**src/rtl/sram_seq_ctrl.sv**
```systemverilog
module sram_seq_ctrl #(
  parameter int AW         = 19,
  parameter int DW         = 8,
  parameter int CLK_NS     = 8,
  parameter int T_RC_NS    = 12,
  parameter int T_AA_NS    = 12,
  parameter int T_DOE_NS   = 6,
  parameter int T_WC_NS    = 12,
  parameter int T_PWE_NS   = 10,
  parameter int T_AW_NS    = 10,
  parameter int T_SD_NS    = 7,
  parameter int T_TURN_NS  = 0,
  parameter int T_PWRUP_NS = 1000
) (
  input  logic          clk,
  input  logic          rst_n,
  input  logic          req,
  input  logic          req_we,
  input  logic [AW-1:0] req_addr,
  input  logic [DW-1:0] req_wdata,
  output logic [DW-1:0] rd_data,
  output logic          rd_valid,
  output logic          ready,
  output logic          mem_ce_n,
  output logic          mem_oe_n,
  output logic          mem_we_n,
  output logic [AW-1:0] mem_addr,
  output logic [DW-1:0] mem_dq_out,
  output logic          mem_dq_oe,
  input  logic [DW-1:0] mem_dq_in
);

  function automatic int ns2cyc(input int ns);
    return (ns <= CLK_NS) ? 1 : (ns + CLK_NS - 1) / CLK_NS;
  endfunction

  function automatic int imax(input int a, input int b);
    return (a > b) ? a : b;
  endfunction

  localparam int RD_CYC   = imax(imax(ns2cyc(T_RC_NS), ns2cyc(T_AA_NS)), ns2cyc(T_DOE_NS));
  localparam int WR_CYC   = imax(imax(ns2cyc(T_WC_NS), ns2cyc(T_PWE_NS)),
                                 imax(ns2cyc(T_AW_NS), ns2cyc(T_SD_NS)));
  localparam int TURN_CYC = ns2cyc(T_TURN_NS);
  localparam int PWR_CYC  = ns2cyc(T_PWRUP_NS);
  localparam int MAX_CYC  = imax(imax(RD_CYC, WR_CYC), imax(TURN_CYC, PWR_CYC));
  localparam int CW       = $clog2(MAX_CYC + 1);

  typedef enum logic [2:0] {ST_PWR, ST_IDLE, ST_RD, ST_WR, ST_TURN} st_t;

  st_t           st;
  logic [CW-1:0] cnt;
  wire           last = (cnt == '0);

  assign ready = (st == ST_IDLE);

  always_ff @(posedge clk or negedge rst_n) begin
    if (!rst_n) begin
      st         <= ST_PWR;
      cnt        <= CW'(PWR_CYC - 1);
      mem_ce_n   <= 1'b1;
      mem_oe_n   <= 1'b1;
      mem_we_n   <= 1'b1;
      mem_dq_oe  <= 1'b0;
      mem_addr   <= '0;
      mem_dq_out <= '0;
      rd_data    <= '0;
      rd_valid   <= 1'b0;
    end else begin
      rd_valid <= 1'b0;
      case (st)
        ST_PWR: begin
          if (last) st <= ST_IDLE;
          else      cnt <= cnt - 1'b1;
        end
        ST_IDLE: begin
          if (req) begin
            mem_addr <= req_addr;
            mem_ce_n <= 1'b0;
            if (req_we) begin
              mem_we_n   <= 1'b0;
              mem_dq_oe  <= 1'b1;
              mem_dq_out <= req_wdata;
              cnt        <= CW'(WR_CYC - 1);
              st         <= ST_WR;
            end else begin
              mem_oe_n <= 1'b0;
              cnt      <= CW'(RD_CYC - 1);
              st       <= ST_RD;
            end
          end
        end
        ST_RD: begin
          if (last) begin
            rd_data  <= mem_dq_in;
            rd_valid <= 1'b1;
            mem_ce_n <= 1'b1;
            mem_oe_n <= 1'b1;
            st       <= ST_IDLE;
          end else cnt <= cnt - 1'b1;
        end
        ST_WR: begin
          if (last) begin
            mem_we_n  <= 1'b1;
            mem_ce_n  <= 1'b1;
            mem_dq_oe <= 1'b0;
            cnt       <= CW'(TURN_CYC - 1);
            st        <= ST_TURN;
          end else cnt <= cnt - 1'b1;
        end
        ST_TURN: begin
          if (last) st <= ST_IDLE;
          else      cnt <= cnt - 1'b1;
        end
        default: st <= ST_IDLE;
      endcase
    end
  end

  AST_IDLE_DESELECT: assert property (@(posedge clk) disable iff (!rst_n)
    ready |-> mem_ce_n) else $error("idle with chip enabled");
  AST_DRIVE_IN_WRITE: assert property (@(posedge clk) disable iff (!rst_n)
    mem_dq_oe |-> (!mem_we_n && !mem_ce_n && mem_oe_n)) else $error("driver on outside write");
  AST_NO_CONTENTION: assert property (@(posedge clk) disable iff (!rst_n)
    !mem_oe_n |-> !mem_dq_oe) else $error("bus contention");
  AST_WRITE_END_JOINT: assert property (@(posedge clk) disable iff (!rst_n)
    $rose(mem_we_n) |-> $rose(mem_ce_n)) else $error("write end split");
  AST_TURNAROUND: assert property (@(posedge clk) disable iff (!rst_n)
    $rose(mem_we_n) |=> (mem_oe_n && !mem_dq_oe)) else $error("no turnaround");
  AST_ADDR_STABLE: assert property (@(posedge clk) disable iff (!rst_n)
    (!mem_ce_n && $past(!mem_ce_n)) |-> $stable(mem_addr)) else $error("address moved");
  AST_VALID_PULSE: assert property (@(posedge clk) disable iff (!rst_n)
    rd_valid |=> !rd_valid) else $error("valid too long");
  AST_BUSY_AFTER_ACCEPT: assert property (@(posedge clk) disable iff (!rst_n)
    (ready && req) |=> (!ready && !mem_ce_n)) else $error("accept failed");

endmodule

```
**config.mk**
```make
export PLATFORM = sky130hd
export DESIGN_NAME = sram_seq_ctrl
export DESIGN_NICKNAME = d
export VERILOG_FILES = /design/src/rtl/sram_seq_ctrl.sv
export SDC_FILE = /design/constraint.sdc
export NUM_CORES = 1
export LEC_CHECK = 0
export ABC_AREA = 1
export BUFFER_PORTS_ARGS = -buffer_cell sky130_fd_sc_hd__buf_4
export CAP_MARGIN = 20
export CORE_MARGIN = 2
export CORE_UTILIZATION = 46
export CTS_BUF_LIST = sky130_fd_sc_hd__clkbuf_8
export DETAILED_ROUTE_END_ITERATION = 8
export GPL_ROUTABILITY_DRIVEN = 0
export PLACE_DENSITY = 0.77
export RECOVER_POWER = 50
export SYNTH_ARGS = -nofsm -noshare
export SYNTH_HDL_FRONTEND = slang
export SYNTH_SLANG_ARGS = --single-unit
```
**constraint.sdc**
```tcl
create_clock -name clk -period 1.4 [get_ports clk]
set_clock_uncertainty 0.1 [all_clocks]
set_input_delay 0.35 -clock clk [delete_from_list [all_inputs] [get_ports clk]]
set_output_delay 0.35 -clock clk [all_outputs]
set_load 0.02 [all_outputs]
```
==> results of run 1 <==
==> metal layers <==
metal	global-route usage, %	wire length (microns)	vias to the layer above
met5	0	0	-
met4	7.14	61	0
met3	5.69	302	5
met2	32.9	2810	60
met1	27.7	2400	985
li1	-	-	1051
==> how the worst max path moves through the flow <==
stage / startpoint / to
after floorplan: cnt[1]$_DFFE_PN0P_ / mem_oe_n$_DFFE_PN1P_
after global placement: cnt[1]$_DFFE_PN0P_ / mem_oe_n$_DFFE_PN1P_
after detailed placement: cnt[1]$_DFFE_PN0P_ / mem_oe_n$_DFFE_PN1P_
after CTS: st[2]$_DFFE_PN0P_ / ready
after global routing: cnt[1]$_DFFE_PN0P_ / mem_oe_n$_DFFE_PN1P_
final: cnt[1]$_DFFE_PN0P_ / mem_ce_n$_DFFE_PN1P_
==> power by group through the flow <==
stage	registers [uW]	clock network, uW	logic [uW]
floorplan	1470	0	1.59
global placement	1470	0	120
detailed placement	1470	0	119
CTS	1440	996	124
global route	1440	1070	135
finish	1440	981	121
==> cell usage in the layout, fill, tap and decap left out, drive strengths merged, types with 2 or more instances in the layout <==
cell type,count
o21ai,9
nor2,18
nand3,12
nand2,147
buf,99
dfstp,8
dfrtp,42
inv,26
clkbuf,7
ha,2
nand4,3
==> worst min-delay path: stages <==
cell and delay (ns):
sky130_fd_sc_hd__buf_4 0.07, sky130_fd_sc_hd__nand2_1 0.04, sky130_fd_sc_hd__nand2_1 0.04
==> per-stage QoR <==
stage	hold slack, ns	power (uW)
floorplan	-0.0456	1470
detailed placement	0.175	1590
global placement	0.175	1590
finish	0.139	2550
global route	0.127	2640
CTS	0.133	2560
==> logic make-up after synthesis <==
logic type / share of synthesized area [%]
buf+inv: 6.09
flops: 55.3
xor+xnor: 0.384
compound gates: 3.29
simple gates: 33.8
fa+ha+maj: 1.10
==> what timing repair did <==
action                                  CTS  global route
buffers inserted                          6             5
endpoints found under the setup margin   43            54
gates resized for setup                  31            17
endpoints found under the hold margin    16             0
pin swaps                                11             7
cloned                                    4             2
hold buffers                              1             0
==> synth_stat cells (all sizes together) <==
cell type,n,share of area [%]
ha,2,1.1
inv,24,4.2
nand4,3,0.82
nand2,146,25
o22ai,1,0.27
dfstp,8,9.2
nor2,17,4.3
nor3,1,0.22
buf,5,1.9
nand3,10,3.5
o21ai,9,2.5
xor2,1,0.38
o21a,1,0.33
dfrtp,42,46
a21oi,1,0.22
==> sequential cells by signal, indices dropped and copies added, names as in the netlist <==
signal and flops:
mem_dq_out 8, cnt 7, mem_ce_n 1, mem_addr 19
rd_data 8, mem_oe_n 1, rd_valid 1, mem_dq_oe 1
mem_we_n 1, st 3
==> final cells by class <==
cell class | instances | area share (%)
timing repair buffer | 102 | 24.3
clock inverter | 3 | 1.09
sequential | 50 | 36.7
multi-input combinational | 196 | 30.0
clock buffer | 5 | 2.00
inverter | 24 | 3.38
timing repair inverter | 1 | 0.182
tap | 67 | 2.44
==> Flow_metrics.wiki, run 1 <==
{| class="wikitable"
! Metric !! Value
|-
| Clock Tree Root || sky130_fd_sc_hd__clkbuf_8
|-
| Number of distinct library cells after synthesis || 27
|-
| Layout cell share with drive strength beyond 1 || 44.1%
|-
| Gate Count Post-Synth || 271
|-
| Routed wire length || 5580 microns
|-
| Clk sinks || 50
|-
| Hold Violations, Final || 0
|-
| Total number of yosys warnings || 0
|-
| Sort of element at the start of the critical path || flop
|-
| Worst flop-to-flop path endpoint || mem_ce_n$_DFFE_PN1P_
|-
| Worst setup path category || reg -> reg
|-
| Combinational fraction of design power || 4.8%
|-
| Number of antenna violations at the first check in global routing || 0
|-
| Startpoint of the lowest-slack register-to-register path || cnt[1]$_DFFE_PN0P_
|-
| Site Rows || 25
|-
| Post-Layout Cell Count || 448
|-
| Port Buf Inserts || 79
|-
| Final TNS setup || -2.17 ns
|-
| Run status || complete, but fails checks
|-
| Number of cells traversed by the worst register-to-register path || 8
|-
| CTS H-tree depth || 2
|-
| Area taken by multi-input logic gates || 0.00103 sq mm
|-
| Slew Viols, Final || 0
|-
| Worst endpoint required time || 1.51 ns
|-
| Worst slack, placed || -0.161 ns
|-
| Via count of the first global-routing pass || 2,017
|-
| RSZ-0062 raised after global routing || true
|-
| Hold path startpoint || req_addr[3]
|-
| Violated checks || negative setup slack
|-
| Per-cell via count in the routed design || 4.69
|-
| Proportion of synthesized chip area in sequential cells || 55.3%
|-
| Number of buffer and inverter stages on the critical path || 4
|-
| Arrival time at the worst endpoint || 1.65 ns
|-
| Slew HR || 56.9%
|-
| WL per Instance || 12.5 microns
|-
| Fillcell total || 369
|-
| Post-Syn Nets || 312
|-
| Number of buffers created by CTS || 5
|-
| End point of the worst hold path || mem_addr[3]$_DFFE_PN0P_
|-
| Remaining routing DRC violations || 0
|-
| Fraction of power spent switching nets || 20.0%
|-
| Hold WC Path Type || in -> reg
|-
| Max_cap viols || 0
|-
| CTS tree || done
|-
| Worst-path maximum fanout || 4
|-
| Cell area reported after detailed placement || 0.00303 sq mm
|-
| Master of the slowest instance on the critical path || sky130_fd_sc_hd__dfrtp_1
|-
| Power density over cell area || 740 mW/mm^2
|-
| Largest voltage drop on the vdd net || 0.546 mV
|-
| Worst Setup Slack, final || -0.132 ns
|-
| Layout Utilization || 72.4%
|-
| Post-route minimum period || 1.53 ns
|-
| Grt total ovfl || 0
|-
| Iteration-0 DRC Markers || 123
|-
| Post-Syn Area || 0.00228 sq mm
|-
| Antenna cell count || 0
|-
| Final period utilization || 109%
|-
| Placed wire-length estimate || 3600 microns
|-
| Cell depth of the worst min-delay path || 3
|-
| Switching power || 508 uW
|-
| Mean Syn Cell Area || 8.41 sq um
|-
| Worst path cell trace || inv_2 -> ha_4 -> inv_2 -> nor2_4 -> buf_4 -> nand3_4 -> buf_4 -> o21ai_0
|-
| GRT Util Overall || 20.8%
|-
| Clock-pin slew on the worst setup and hold paths || 0.09 ns
|-
| # setup viols final || 25
|-
| Internal power contribution || 2040 uW
|-
| Maximum achievable frequency || 653 MHz
|-
| Initial standard-cell utilization of the core || 47.9%
|-
| DRT antenna net count || 0
|-
| Overall die height || 74.4 microns
|-
| Die Span X || 74.4 microns
|-
| Actual slew at the worst max-slew pin || 0.646 ns
|-
| # nets final || 421
|-
| Largest net degree at the start of global routing || 27
|-
| Logic depth of the worst setup path including buffers || 8
|-
| Area growth from synthesis to layout || 50.9%
|-
| Proportion of power drawn by flip-flops and latches || 56.7%
|-
| Via count of the routed design || 2,101
|-
| Clock insertion delay at the later pin of the skew report || 0.30 ns
|-
| Pre-antenna DRT Iters || 4
|-
| Crit end category || flop
|-
| Part of the total power dissipated in the clock network || 38.5%
|-
| Top Family by Delay on Critical Path || buffers and inverters
|-
| Crit path largest cell delay || 0.40 ns
|-
| First-pass GRT wire length || 8780 microns
|-
| Die Outline Area || 0.00553 sq mm
|-
| Final Instance Area || 0.00344 sq mm
|-
| Slack of the worst reg-to-reg path || -0.13 ns
|-
| Std-Cell Core Area || 0.00475 sq mm
|-
| Flip-flop and latch count after synthesis || 50
|-
| Cells after DPL || 423
|-
| CTS max path bufs || 2
|-
| Static power due to leakage || 0.00184 uW
|-
| I/O Pins || 80
|-
| Register area || 0.00126 sq mm
|}
(Power assumes the default switching activity.)
==> run 2, diff against run 1 <==
--- a/config.mk
+++ b/config.mk
@@ -9,11 +9,11 @@
 export BUFFER_PORTS_ARGS = -buffer_cell sky130_fd_sc_hd__buf_4
 export CAP_MARGIN = 20
 export CORE_MARGIN = 2
-export CORE_UTILIZATION = 46
-export CTS_BUF_LIST = sky130_fd_sc_hd__clkbuf_8
+export CORE_UTILIZATION = 55
+export CTS_BUF_LIST = sky130_fd_sc_hd__clkbuf_2
 export DETAILED_ROUTE_END_ITERATION = 8
 export GPL_ROUTABILITY_DRIVEN = 0
-export PLACE_DENSITY = 0.77
+export PLACE_DENSITY = 0.87
 export RECOVER_POWER = 50
 export SYNTH_ARGS = -nofsm -noshare
 export SYNTH_HDL_FRONTEND = slang
==> constraint.sdc (replaced) <==
create_clock -name clk -period 1.9 [get_ports clk]
set_clock_uncertainty 0.1 [all_clocks]
set_input_delay 0.475 -clock clk [delete_from_list [all_inputs] [get_ports clk]]
set_output_delay 0.475 -clock clk [all_outputs]
set_load 0.02 [all_outputs]
==> run 2 against run 1 <==
Critical endpoint is now ready. Highest routed layer unchanged. Global-route usage is 3.6 points higher. Combinational power is 32% lower. Wire length decreased by 5.6%. Sequential power down 26%. The flow now finishes without violations. Clock power is 55% lower. Non-clock buffer count down 16. Register-to-register slack better by 0.29 ns. Setup slack gained 0.22 ns. Core utilization up 2.4 points. Die area down 16%. Cell count decreased by 8.5%. Flip-flop and latch count unchanged.
==> Flow_metrics.wiki, run 2 (synthesis results as in run 1) <==
{| class="wikitable"
! Metric !! Value
|-
| Run status || finished, final reports clean
|-
| First-pass GRT wire length || 8450 microns (-3.8%)
|-
| Layout cell share with drive strength beyond 1 || 34.7% (-9.4 points)
|-
| Iteration-0 DRC Markers || 156 (+27%)
|-
| WL per Instance || 12.8 microns (+3.2%)
|-
| Power density over cell area || 531 mW/mm^2 (-28%)
|-
| Final TNS setup || 0 ns (+2.17 ns)
|-
| Worst path cell trace || inv_2 -> nand2_4 -> nor2_4 -> buf_6
|-
| Register with the most flip-flops || mem_addr
|-
| Hold WC Path Type || in -> reg
|-
| Final Instance Area || 0.00299 sq mm (-13%)
|-
| Max_cap viols || 0 (unchanged)
|-
| Actual slew at the worst max-slew pin || 1.21 ns (+0.565 ns)
|-
| Switching power || 373 uW (-27%)
|-
| Number of cells traversed by the worst register-to-register path || 9 (+1)
|-
| Arrival time at the worst endpoint || 1.24 ns (-0.41 ns)
|-
| Number of buffers created by CTS || 5 (unchanged)
|-
| Worst endpoint required time || 1.32 ns (-0.19 ns)
|-
| Slew Viols, Final || 0 (unchanged)
|-
| # nets final || 400 (-5.0%)
|-
| Largest register FFs || 19 (unchanged)
|-
| Crit end category || primary output
|-
| Master of the slowest instance on the critical path || sky130_fd_sc_hd__dfrtp_1
|-
| CTS H-tree depth || 2 (unchanged)
|-
| Number of antenna violations at the first check in global routing || 0 (unchanged)
|-
| Proportion of power drawn by flip-flops and latches || 67.3% (+11 points)
|-
| Slew HR || 19.3% (-38 points)
|-
| Min Hold Slack || 0.105 ns (-0.0335 ns)
|-
| Via count of the routed design || 1,973 (-6.1%)
|-
| Static power due to leakage || 0.00169 uW (-8.5%)
|-
| Commonest cells after routing, fill and taps aside || sky130_fd_sc_hd__nand2_1, sky130_fd_sc_hd__buf_4, sky130_fd_sc_hd__dfrtp_1
|-
| Top flop regs || mem_addr (19), mem_dq_out (8), rd_data (8)
|-
| Die Span X || 68.4 microns (-8.1%)
|-
| Sort of element at the start of the critical path || flop
|-
| Clock-pin slew on the worst setup and hold paths || 0.26 ns (+0.17 ns)
|-
| Part of the total power dissipated in the clock network || 27.5% (-11 points)
|-
| # setup viols final || 0 (-100%)
|-
| Clk sinks || 50 (unchanged)
|-
| Layout Utilization || 74.8% (+2.4 points)
|-
| Fillcell total || 308 (-17%)
|-
| Per-cell via count in the routed design || 4.81 (+2.6%)
|-
| Combinational fraction of design power || 5.2% (+0.4 points)
|-
| Pre-antenna DRT Iters || 4 (unchanged)
|-
| Post-route minimum period || 1.82 ns
|-
| Worst setup path category || reg -> out
|-
| Clock insertion delay at the later pin of the skew report || 0.43 ns (+0.13 ns)
|-
| Final period utilization || 95.6%
|-
| Cell area reported after detailed placement || 0.00291 sq mm (-4.0%)
|-
| Clock Tree Root || sky130_fd_sc_hd__clkbuf_2
|-
| GRT Util Overall || 24.4% (+3.6 points)
|-
| Grt total ovfl || 0 (unchanged)
|-
| Std-Cell Core Area || 0.00400 sq mm (-16%)
|-
| Worst-path maximum fanout || 3 (-1)
|-
| Area growth from synthesis to layout || 31.2%
|-
| CTS max path bufs || 2 (unchanged)
|-
| Routed wire length || 5270 microns (-5.6%)
|-
| Via count of the first global-routing pass || 1,989 (-1.4%)
|-
| I/O Pins || 80 (unchanged)
|-
| Placed wire-length estimate || 3810 microns (+5.9%)
|-
| DRT antenna net count || 0 (unchanged)
|-
| Crit path largest cell delay || 0.45 ns (+0.05 ns)
|-
| Maximum achievable frequency || 551 MHz
|-
| Overall die height || 68.4 microns (-8.1%)
|-
| Internal power contribution || 1210 uW (-40%)
|-
| Largest voltage drop on the vdd net || 0.442 mV (-19%)
|-
| Remaining routing DRC violations || 0 (unchanged)
|-
| Hold Violations, Final || 0 (unchanged)
|-
| Initial standard-cell utilization of the core || 57.0% (+9.0 points)
|-
| Largest net degree at the start of global routing || 51 (+89%)
|-
| Die Outline Area || 0.00468 sq mm (-16%)
|-
| CTS tree || done
|-
| Commonest non-fill, non-tap cell in the layout || sky130_fd_sc_hd__nand2_1
|-
| Antenna cell count || 0 (unchanged)
|-
| Total power consumption of the routed design || 1590 uW (-38%)
|-
| Port Buf Inserts || 79 (unchanged)
|-
| Cell depth of the worst min-delay path || 3 (unchanged)
|-
| Site Rows || 23 (-8.0%)
|-
| Fraction of power spent switching nets || 23.5% (+3.6 points)
|}
-- run 2: cell count changes in the layout (fill, tap and decap cells not counted), sizes merged --
cell,delta
buf,-17
clkinv,+2
nand3,-2
inv,-2
clkbuf,+2
clkinvlp,-1
bufinv,-1
nand2,-1
nor2,-1
-- run 2: repair_timing --
action                     CTS  global route
hold buffers                 1             0
pin swaps                    1             2
resized for setup            0             4
hold endpoints to repair    42             0
setup endpoints to repair    1             4
buffers inserted             2             2
-- run 2: path summary, 6_finish.rpt --
kind / startpoint / endpoint / slack [ns]
max in group asynchronous: rst_n / mem_dq_oe$_DFFE_PN0P_ / 0.28
min reg2reg: mem_dq_out[0]$_DFFE_PN0P_ / mem_dq_out[0]$_DFFE_PN0P_ / 0.42
min: req_addr[3] / mem_addr[3]$_DFFE_PN0P_ / 0.11
max: st[2]$_DFFE_PN0P_ / ready / 0.08
min in group asynchronous: rst_n / mem_addr[13]$_DFFE_PN0P_ / 0.69
max reg2reg: cnt[0]$_DFFE_PN0P_ / mem_dq_oe$_DFFE_PN0P_ / 0.16
-- run 2: critical path, delay by kind of cell, from the launching register on --
kind | cells | cell delay [ns]
AND/OR/NAND/NOR | 2 | 0.16
buffers and inverters | 2 | 0.21
flip-flops | 1 | 0.45
-- run 2: stage by stage --
stage,setup slack [ns],cells
floorplan,0.372,271
global placement,0.257,397
detailed placement,0.135,397
CTS,0.0224,408
global route,-0.0105,410
finish,0.0842,410
-- run 2: layer usage --
metal	GRT usage, %	wire length [microns]	up-vias
met2	42.8	2680	60
met5	0	0	-
met4	7.50	78	0
met1	28.3	2140	910
met3	7.40	365	8
li1	-	-	995
-- run 2: power by group through the flow --
stage          clock [uW]  sequential, uW  combinational (uW)
5_1_grt               488            1070                91.7
6_report              437            1070                82.7
3_5_place_dp            0            1080                83.6
2_1_floorplan           0            1080                1.18
4_1_cts               449            1070                85.1
3_3_place_gp            0            1080                82.5
-- run 2: area by class of cell --
type | count | area, sq um | share of cell area, %
Clock buffer | 6 | 30.0 | 1.00
Clock inverter | 2 | 13.8 | 0.460
Inverter | 24 | 95.1 | 3.18
Multi-Input combinational cell | 192 | 885 | 29.6
Sequential cell | 50 | 1260 | 42.2
Tap cell | 50 | 62.6 | 2.09
Timing Repair Buffer | 86 | 643 | 21.5
